==> config.mk <==
export PLATFORM = sky130hd
export DESIGN_NAME = toc_unit
export DESIGN_NICKNAME = d
export VERILOG_FILES = /design/src/rtl/toc_pkg.sv /design/src/rtl/toc_rst_sync.sv /design/src/rtl/toc_prescale.sv /design/src/rtl/toc_cmpreg.sv /design/src/rtl/toc_flag.sv /design/src/rtl/toc_unit.sv
export SDC_FILE = /design/constraint.sdc
export NUM_CORES = 1
export LEC_CHECK = 0
export BUFFER_PORTS_ARGS = -buffer_cell sky130_fd_sc_hd__buf_2
export CORE_MARGIN = 2
export CORE_UTILIZATION = 40
export DETAILED_ROUTE_END_ITERATION = 8
export MAX_ROUTING_LAYER = met4
export PLACE_DENSITY = 0.56
export RECOVER_POWER = 50
export SLEW_MARGIN = 25
export SYNTH_ARGS = -nofsm -noshare
export SYNTH_HDL_FRONTEND = slang
export SYNTH_HIERARCHICAL = 1
export SYNTH_SLANG_ARGS = --single-unit
==> constraint.sdc <==
create_clock -name clk -period 0.8 [get_ports clk]
set_input_delay 0.04 -clock clk [delete_from_list [all_inputs] [get_ports clk]]
set_output_delay 0.04 -clock clk [all_outputs]
set_load 0.02 [all_outputs]
==> src/rtl/toc_pkg.sv <==
package toc_pkg;
  typedef enum logic {
    SEL_LO = 1'b0,
    SEL_HI = 1'b1
  } byte_sel_e;

  function automatic int unsigned div_width(input int unsigned div);
    return (div > 1) ? $clog2(div) : 1;
  endfunction
endpackage

==> src/rtl/toc_rst_sync.sv <==
module toc_rst_sync (
  input  logic clk,
  input  logic rst_n,
  output logic rst_sync_n
);
  logic s0_q, s1_q;

  always_ff @(posedge clk or negedge rst_n) begin
    if (!rst_n) begin
      s0_q <= 1'b0;
      s1_q <= 1'b0;
    end else begin
      s0_q <= 1'b1;
      s1_q <= s0_q;
    end
  end

  assign rst_sync_n = s1_q;
endmodule

==> src/rtl/toc_prescale.sv <==
module toc_prescale #(
  parameter int unsigned DIV   = 4,
  parameter int unsigned CNT_W = 16
) (
  input  logic             clk,
  input  logic             rst_ni,
  output logic             tick_o,
  output logic [CNT_W-1:0] cnt_o,
  output logic [CNT_W-1:0] cnt_next_o
);
  localparam int unsigned PRE_W = toc_pkg::div_width(DIV);
  localparam logic [PRE_W-1:0] PRE_LAST = PRE_W'(DIV - 1);

  logic [PRE_W-1:0] pre_q, pre_d;
  logic [CNT_W-1:0] cnt_q, cnt_d;
  logic             tick;

  always_comb begin
    tick  = (pre_q == PRE_LAST);
    pre_d = tick ? '0 : pre_q + PRE_W'(1);
    cnt_d = tick ? cnt_q + CNT_W'(1) : cnt_q;
  end

  always_ff @(posedge clk or negedge rst_ni) begin
    if (!rst_ni) begin
      pre_q <= '0;
      cnt_q <= '0;
    end else begin
      pre_q <= pre_d;
      cnt_q <= cnt_d;
    end
  end

  assign tick_o     = tick;
  assign cnt_o      = cnt_q;
  assign cnt_next_o = cnt_q + CNT_W'(1);

  // the counter moves only after a prescaler wrap
  p_cnt_step_r1: assert property (@(posedge clk) disable iff (!rst_ni)
    !$stable(cnt_q) |-> $past(tick));
endmodule

==> src/rtl/toc_cmpreg.sv <==
module toc_cmpreg #(
  parameter int unsigned BYTE_W = 8,
  parameter int unsigned CNT_W  = 2 * BYTE_W
) (
  input  logic              clk,
  input  logic              rst_ni,
  input  logic              wr_en_i,
  input  logic              wr_hi_i,
  input  logic [BYTE_W-1:0] wr_data_i,
  output logic [CNT_W-1:0]  cmp_o,
  output logic              armed_o,
  output logic              lo_wr_o
);
  import toc_pkg::*;

  byte_sel_e         sel;
  logic              hi_we, lo_we;
  logic              armed_q, armed_d;
  logic [BYTE_W-1:0] hi_q, lo_q;

  always_comb begin
    sel     = byte_sel_e'(wr_hi_i);
    hi_we   = wr_en_i && (sel == SEL_HI);
    lo_we   = wr_en_i && (sel == SEL_LO);
    armed_d = armed_q;
    if (hi_we) armed_d = 1'b0;
    if (lo_we) armed_d = 1'b1;
  end

  always_ff @(posedge clk) begin
    if (hi_we) hi_q <= wr_data_i;
  end

  always_ff @(posedge clk) begin
    if (lo_we) lo_q <= wr_data_i;
  end

  always_ff @(posedge clk or negedge rst_ni) begin
    if (!rst_ni) armed_q <= 1'b0;
    else         armed_q <= armed_d;
  end

  assign cmp_o   = {hi_q, lo_q};
  assign armed_o = armed_q;
  assign lo_wr_o = lo_we;

  // high byte write leaves the comparator disarmed
  p_hi_disarms_r6: assert property (@(posedge clk) disable iff (!rst_ni)
    (wr_en_i && wr_hi_i) |=> !armed_o);
  p_lo_arms_r6: assert property (@(posedge clk) disable iff (!rst_ni)
    (wr_en_i && !wr_hi_i) |=> armed_o);
endmodule

==> src/rtl/toc_flag.sv <==
module toc_flag (
  input  logic clk,
  input  logic rst_ni,
  input  logic match_i,
  input  logic level_i,
  input  logic stat_rd_i,
  input  logic lo_wr_i,
  output logic flag_o,
  output logic pin_o
);
  logic flag_q, flag_d;
  logic seen_q, seen_d;
  logic pin_q, pin_d;
  logic clr;

  always_comb begin
    clr    = lo_wr_i && seen_q;
    flag_d = match_i ? 1'b1 : (clr ? 1'b0 : flag_q);
    if (match_i || clr) seen_d = 1'b0;
    else                seen_d = seen_q || (stat_rd_i && flag_q);
    pin_d  = match_i ? level_i : pin_q;
  end

  always_ff @(posedge clk or negedge rst_ni) begin
    if (!rst_ni) begin
      flag_q <= 1'b0;
      seen_q <= 1'b0;
      pin_q  <= 1'b0;
    end else begin
      flag_q <= flag_d;
      seen_q <= seen_d;
      pin_q  <= pin_d;
    end
  end

  assign flag_o = flag_q;
  assign pin_o  = pin_q;

  // flag rises only after a detected match
  p_flag_rise_r3: assert property (@(posedge clk) disable iff (!rst_ni)
    $rose(flag_q) |-> $past(match_i));
  // flag falls only through a low byte write
  p_flag_fall_r7: assert property (@(posedge clk) disable iff (!rst_ni)
    $fell(flag_q) |-> $past(lo_wr_i));
  // pin holds without a match
  p_pin_hold_r4: assert property (@(posedge clk) disable iff (!rst_ni)
    !match_i |=> $stable(pin_q));
endmodule

==> src/rtl/toc_unit.sv <==
module toc_unit #(
  parameter int unsigned BYTE_W = 8,
  parameter int unsigned DIV    = 4
) (
  input  logic                  clk,
  input  logic                  rst_n,
  input  logic                  wr_en,
  input  logic                  wr_hi,
  input  logic [BYTE_W-1:0]     wr_data,
  input  logic                  stat_rd,
  input  logic                  cfg_level,
  input  logic                  cfg_irq_en,
  output logic [2*BYTE_W-1:0]   cnt_value,
  output logic                  cmp_flag,
  output logic                  cmp_irq,
  output logic                  pin_level
);
  localparam int unsigned CNT_W = 2 * BYTE_W;

  logic             rst_ni;
  logic             tick;
  logic [CNT_W-1:0] cnt, cnt_next, cmp;
  logic             armed, lo_wr, match;

  toc_rst_sync u_rst (
    .clk        (clk),
    .rst_n      (rst_n),
    .rst_sync_n (rst_ni)
  );

  toc_prescale #(.DIV(DIV), .CNT_W(CNT_W)) u_pre (
    .clk        (clk),
    .rst_ni     (rst_ni),
    .tick_o     (tick),
    .cnt_o      (cnt),
    .cnt_next_o (cnt_next)
  );

  toc_cmpreg #(.BYTE_W(BYTE_W), .CNT_W(CNT_W)) u_reg (
    .clk       (clk),
    .rst_ni    (rst_ni),
    .wr_en_i   (wr_en),
    .wr_hi_i   (wr_hi),
    .wr_data_i (wr_data),
    .cmp_o     (cmp),
    .armed_o   (armed),
    .lo_wr_o   (lo_wr)
  );

  always_comb begin
    match = tick && armed && (cnt_next == cmp);
  end

  toc_flag u_flag (
    .clk       (clk),
    .rst_ni    (rst_ni),
    .match_i   (match),
    .level_i   (cfg_level),
    .stat_rd_i (stat_rd),
    .lo_wr_i   (lo_wr),
    .flag_o    (cmp_flag),
    .pin_o     (pin_level)
  );

  assign cmp_irq   = cmp_flag && cfg_irq_en;
  assign cnt_value = cnt;

  // a match can only happen on a counter step
  p_match_on_tick_r8: assert property (@(posedge clk) disable iff (!rst_ni)
    match |-> tick);
  // no request without the flag
  p_irq_needs_flag_r5: assert property (@(posedge clk) disable iff (!rst_ni)
    !cmp_flag |-> !cmp_irq);
endmodule

== Word level (Yosys, flattened, before mapping) ==
Cells that the tools add are included.

* Bitwise gates (word level): 1
* Reductions and logical operators: 11
* Eq/ne operators: 2
* Add/subtract/negate cells: 2
* Mux-type cells: 6

{| class="wikitable"
|+ Operators by type and width
! kind !! number
|-
| $add 16x1->16 const B || 1
|-
| $eq 16x16->1 || 1
|-
| $logic_and 1x1->1 || 7
|-
| $mux 1 || 5
|-
| $reduce_bool 2->1 || 2
|-
| $add 2x1->2 const B || 1
|-
| $eq 2x2->1 const B || 1
|-
| $logic_or 1x1->1 || 2
|-
| $mux 2 || 1
|-
| $not 1->1 || 1
|}

* Logic and storage cells: 32
* Register bits after elaboration: 40

== Depth between registers and ports, before layout ==
* Word-level depth: 5
* Mapped depth: 9
* Depth with buffers taken out: 9

== Cells and area by module ==
The synthesis kept the hierarchy.

{| class="wikitable"
|+ By module, submodules not included
! module !! area each (um^2) !! times used !! cells an instance !! seq. area each (um^2)
|-
| toc_prescale || 1037.2 || 1 || 100 || 450.4
|-
| toc_cmpreg || 538.0 || 1 || 21 || 505.5
|-
| toc_unit || 190.2 || 1 || 23 || 0.0
|-
| toc_flag || 120.1 || 1 || 9 || 75.1
|-
| toc_rst_sync || 53.8 || 1 || 3 || 50.0
|}

== Least setup slack after synthesis ==
OpenSTA, ideal clock, no wires.

* Kind: register to register
* Start: register u_pre.cnt_q[0], in the netlist u_pre/cnt_o[0]
* End: register u_flag.pin_q, in the netlist u_flag/pin_o
* Required time: 0.675 ns
* Period minus slack after synthesis: 2.952 ns
* Arrival time: 2.827 ns
* Stages on the path, launching flop included: 10
* Path buffers: 0
* Setup time: 0.125 ns
* Setup slack: -2.152 ns
* Cells stage by stage: dfrtp_1 ha_1 nand3_1 nor4_1 xor2_1 xnor2_1 nand4_1 or4_1 nor4_2 mux2_4

* Word-level cells in the longest chain between the ends: 3

{| class="wikitable"
|+ RTL lines
! what !! RTL line !! text
|-
| start: declaration || toc_prescale.sv:15 || <nowiki>logic [CNT_W-1:0] cnt_q, cnt_d;</nowiki>
|-
| start signal: assignment || toc_prescale.sv:30 || <nowiki>cnt_q <= cnt_d;</nowiki>
|-
| $add 16x1->16 || toc_prescale.sv:36 || <nowiki>assign cnt_next_o = cnt_q + CNT_W'(1);</nowiki>
|-
| named net cnt_next[14] || toc_unit.sv:22 || <nowiki>logic [CNT_W-1:0] cnt, cnt_next, cmp;</nowiki>
|-
| $eq 16x16->1 || toc_unit.sv:51 || <nowiki>match = tick && armed && (cnt_next == cmp);</nowiki>
|-
| $logic_and 1x1->1 || toc_unit.sv:51 ||
|-
| named net match || toc_unit.sv:23 || <nowiki>logic armed, lo_wr, match;</nowiki>
|-
| end signal: assignment || toc_flag.sv:32 || <nowiki>pin_q <= pin_d;</nowiki>
|-
| end: declaration || toc_flag.sv:13 || <nowiki>logic pin_q, pin_d;</nowiki>
|}

The timed path passes the listed nets, and every way through them passes these cells.
A chain may end at the register's enable or synchronous reset.

== Worst setup path in the final report ==
* Start: register u_pre.cnt_q[6], in the netlist u_pre/cnt_o[6]
* End: register u_flag.pin_q, in the netlist u_flag/pin_o

Same word-level chain as after synthesis.

==> metrics.cfg <==
[pwr]
p_int_mw = 2.92
vdd.ir_drop.worst_mv = 1.01
pwr-share-comb_pct = 5.2
power_density_nw_per_um2 = 1150
p_leak_nw = 1.60
switching_share_pct = 22.1
p_seq_share_pct = 59.6
power.total_mw = 3.75
switching_power_mw = 0.829
pwr-share-clk_pct = 35.2

[synthesis]
yosysUniqueCellTypes = 31
synth-seq-cells = 40
synth_ff_type = dfrtp_1
syn-num-nets = 173
synth-async-reset-ratio_pct = 60.0
syn-cell-area_um2 = 1940
syn_area_per_cell_um2 = 12.4
yosysSeqAreaShare_pct = 55.7
synth_edf_count = 16
yosys_warnings = 6
synthCells = 156

[layout]
fin_nets = 276
n_antenna_cell = 0
seq_area_um2 = 1100
fillers = 349
multiInputGateArea_um2 = 1060
final_area_um2 = 3250
syn2layout_area_growth_pct = 67.7
drive_gt1_share_pct = 57.3

[sta]
timing.final.crit_share_pct = 317
finalHoldViolCount = 0
tns_ns = -18.97
finalSetupViolCount = 39
report.final.slew_viol_count = 0
min_period_ns = 2.54
rsz0062_at_grt = yes
fmax_mhz = 394
worstMarginPinSlew_ns = 0.535
fin_ws_ns = -1.74
slew_headroom_pct = 64.3
fin_hold_ws_ns = 0.0183
finClkSkew_ns = 0.00871

[critical_path]
r2r_end = u_flag/pin_o$_DFFE_PN0P_
start_kind = flip-flop
worst-path-buf-inv = 0
r2r_start = u_pre/cnt_o[6]$_DFFE_PN0P_
endpoint_kind = flip-flop
path_common_cell = nor4_4
regToRegSetupSlack_ns = -1.74
critPathTopFamily = simple AND/OR/NAND/NOR gates
rr_worst_depth = 8
path_max_fanout = 6
slowest_delay_ns = 0.55
crit_chain = nand4_4 > nor4_4 > xor2_1 > xnor2_1 > nand4_1 > or4_4 > nor4_4 > mux2_4
critPathArrivalTime_ns = 2.73
critPathRequiredTime_ns = 0.99
crit_path_top_delay_cell = or4_4
path_class = reg2reg

[placement]
finalWeightedCongestion = 0.861
dp_hpwl_um = 3390
place_area_um2 = 2600
io_buffers = 33
pre_cts_ws_ns = -1.81

[global_routing]
grt_pass1_wl_um = 7950
first_global_vias = 1600
antenna_found_initial = 0
grt_max_degree = 23
gr-total-overflow = 0
grtUsageTotal_pct = 20.7

[clock_network]
clk_latency_ns = 0.30
cts_sinks = 40
cts_max_level = 2
path_clk_slew_ns = 0.08
cts-root-buf = clkbuf_8
cts_tree = done
cts_made_buffers = 5
clk_path_buf_depth = 2

[floorplan]
fp.dieW_um = 73.6
std_cell_rows = 25
num_io_pins = 34
die_h_um = 73.6
initial_utilization_pct = 41.3
dieArea_um2 = 5420
coreArea_um2 = 4690

[drt]
route.detailed.drc = 0
viasPerCell = 4.91
vias = 1543
initialDrtViolationCount = 91
postRouteAntennaNets = 0
top_layer = met4
drt_wl_total_um = 4840
routed-wl-met2_um = 2510
met3_length_um = 168
firstDrtPassIters = 4
wl_per_cell_um = 15.4
drt-met1-wl_um = 2070

[outcome]
status = finished, violations left
violations = setup timing

[hold_path]
whs_endpoint = u_flag/seen_q$_DFF_PN0_
whs_path_depth = 3
hold_path.class = in2reg
hold_start = stat_rd

[flow_run]
drv_cap = 0

through the flow:
| stage | utilization (%) | cells |
|---|---|---|
| 2_1_floorplan | - | 156 |
| 3_3_place_gp | 55.5 | 277 |
| 3_5_place_dp | 55.5 | 277 |
| 4_1_cts | 66.9 | 308 |
| 5_1_grt | 69.3 | 314 |
| 6_report | 69.3 | 314 |
worst max path at each step:
| stage | start | depth (start not counted) | slack (ns) | end |
|---|---|---|---|---|
| after floorplan | u_pre/cnt_o[2]$_DFFE_PN0P_ | 9 | -1.84 | u_flag/pin_o$_DFFE_PN0P_ |
| after global placement | u_pre/cnt_o[2]$_DFFE_PN0P_ | 8 | -1.81 | u_flag/pin_o$_DFFE_PN0P_ |
| after detailed placement | u_pre/cnt_o[8]$_DFFE_PN0P_ | 8 | -1.81 | u_flag/pin_o$_DFFE_PN0P_ |
| after CTS | u_pre/cnt_o[6]$_DFFE_PN0P_ | 8 | -1.77 | u_flag/pin_o$_DFFE_PN0P_ |
| after global routing | u_pre/cnt_o[6]$_DFFE_PN0P_ | 8 | -1.86 | u_flag/pin_o$_DFFE_PN0P_ |
| final | u_pre/cnt_o[6]$_DFFE_PN0P_ | 8 | -1.74 | u_flag/pin_o$_DFFE_PN0P_ |
layout by cell type, fill, tap and decap left out, drive strengths merged, types with 3 or more instances in the layout:
| cell type | n |
|---|---|
| nand4 | 10 |
| dfrtp | 24 |
| xnor2 | 18 |
| nor2 | 8 |
| inv | 3 |
| edfxtp | 16 |
| nor3 | 8 |
| buf | 91 |
| nand3 | 5 |
| nor4 | 8 |
| dlygate4sd3 | 10 |
| xor2 | 27 |
| clkbuf | 9 |
| nand2 | 7 |
state kept, by name (all words and copies together) (netlist names):
| name | count |
|---|---|
| u_reg/hi_q | 8 |
| u_pre/pre_q | 2 |
| u_reg/lo_q | 8 |
| u_pre/cnt_o | 16 |
| u_flag/flag_o | 1 |
| u_rst/rst_sync_n | 1 |
| u_reg/armed_o | 1 |
| u_rst/s0_q | 1 |
| u_flag/seen_q | 1 |
| u_flag/pin_o | 1 |
power groups by stage:
stage	Clock [mW]	Sequential, mW	Combinational [mW]
6_report	1.32	2.24	0.196
5_1_grt	1.46	2.24	0.219
4_1_cts	1.37	2.24	0.207
3_5_place_dp	0	2.28	0.169
3_3_place_gp	0	2.28	0.163
2_1_floorplan	0	2.29	0.0726
per-layer routing:
layer	track usage (%)	vias to the layer above
met3	4.12	9
met5	-	-
met1	26.3	757
li1	-	744
met4	8.69	0
met2	32.4	33
cell type report:
class | instances | share of cell area [%]
clock buffer | 6 | 2.23
sequential | 40 | 33.7
inverter | 3 | 0.346
tap | 54 | 2.08
multi-input combinational | 105 | 32.6
timing repair buffer | 104 | 28.6
clock inverter | 2 | 0.385
worst reg2reg max path: cells and delay by family, from the launching register on:
kind	cells	cell delay, ns
xor+xnor	2	0.35
flops	1	0.42
mux	1	0.32
simple gates	5	1.34
cell usage after synthesis, types with 3 or more instances:
cell type / n / share of area, %
nand3_1: 4 / 1.0
nor4_1: 5 / 1.6
nor4_2: 3 / 1.9
dfrtp_1: 24 / 31
inv_1: 3 / 0.58
xor2_1: 27 / 12
xnor2_1: 18 / 8.1
edfxtp_1: 16 / 25
nand2_1: 7 / 1.4
clkbuf_2: 3 / 0.77
nor3_1: 8 / 2.1
nor2_1: 8 / 1.5
nand4_1: 7 / 2.3
kinds of logic (layout without fill, tap and decap cells):
family / after synthesis / count (layout) / synth area share (%)
compound gates: 3 / 3 / 1.03
flops: 40 / 40 / 55.7
other cells: 1 / 1 / 0.193
fa+ha+maj: 2 / 2 / 1.29
simple gates: 52 / 52 / 17.2
xor+xnor: 45 / 45 / 20.3
buf+inv: 11 / 115 / 2.84
mux: 2 / 2 / 1.35
timing repair:
item | 4_1_cts | 5_1_grt
resized for setup | 68 | 22
pin swaps | 11 | 5
endpoints found under the setup margin | 39 | 40
hold endpoints to repair | 19 | 0
hold buffers | 10 | 0
gates cloned | 0 | 0
buffers inserted | 13 | 12
(Power assumes the default switching activity.)
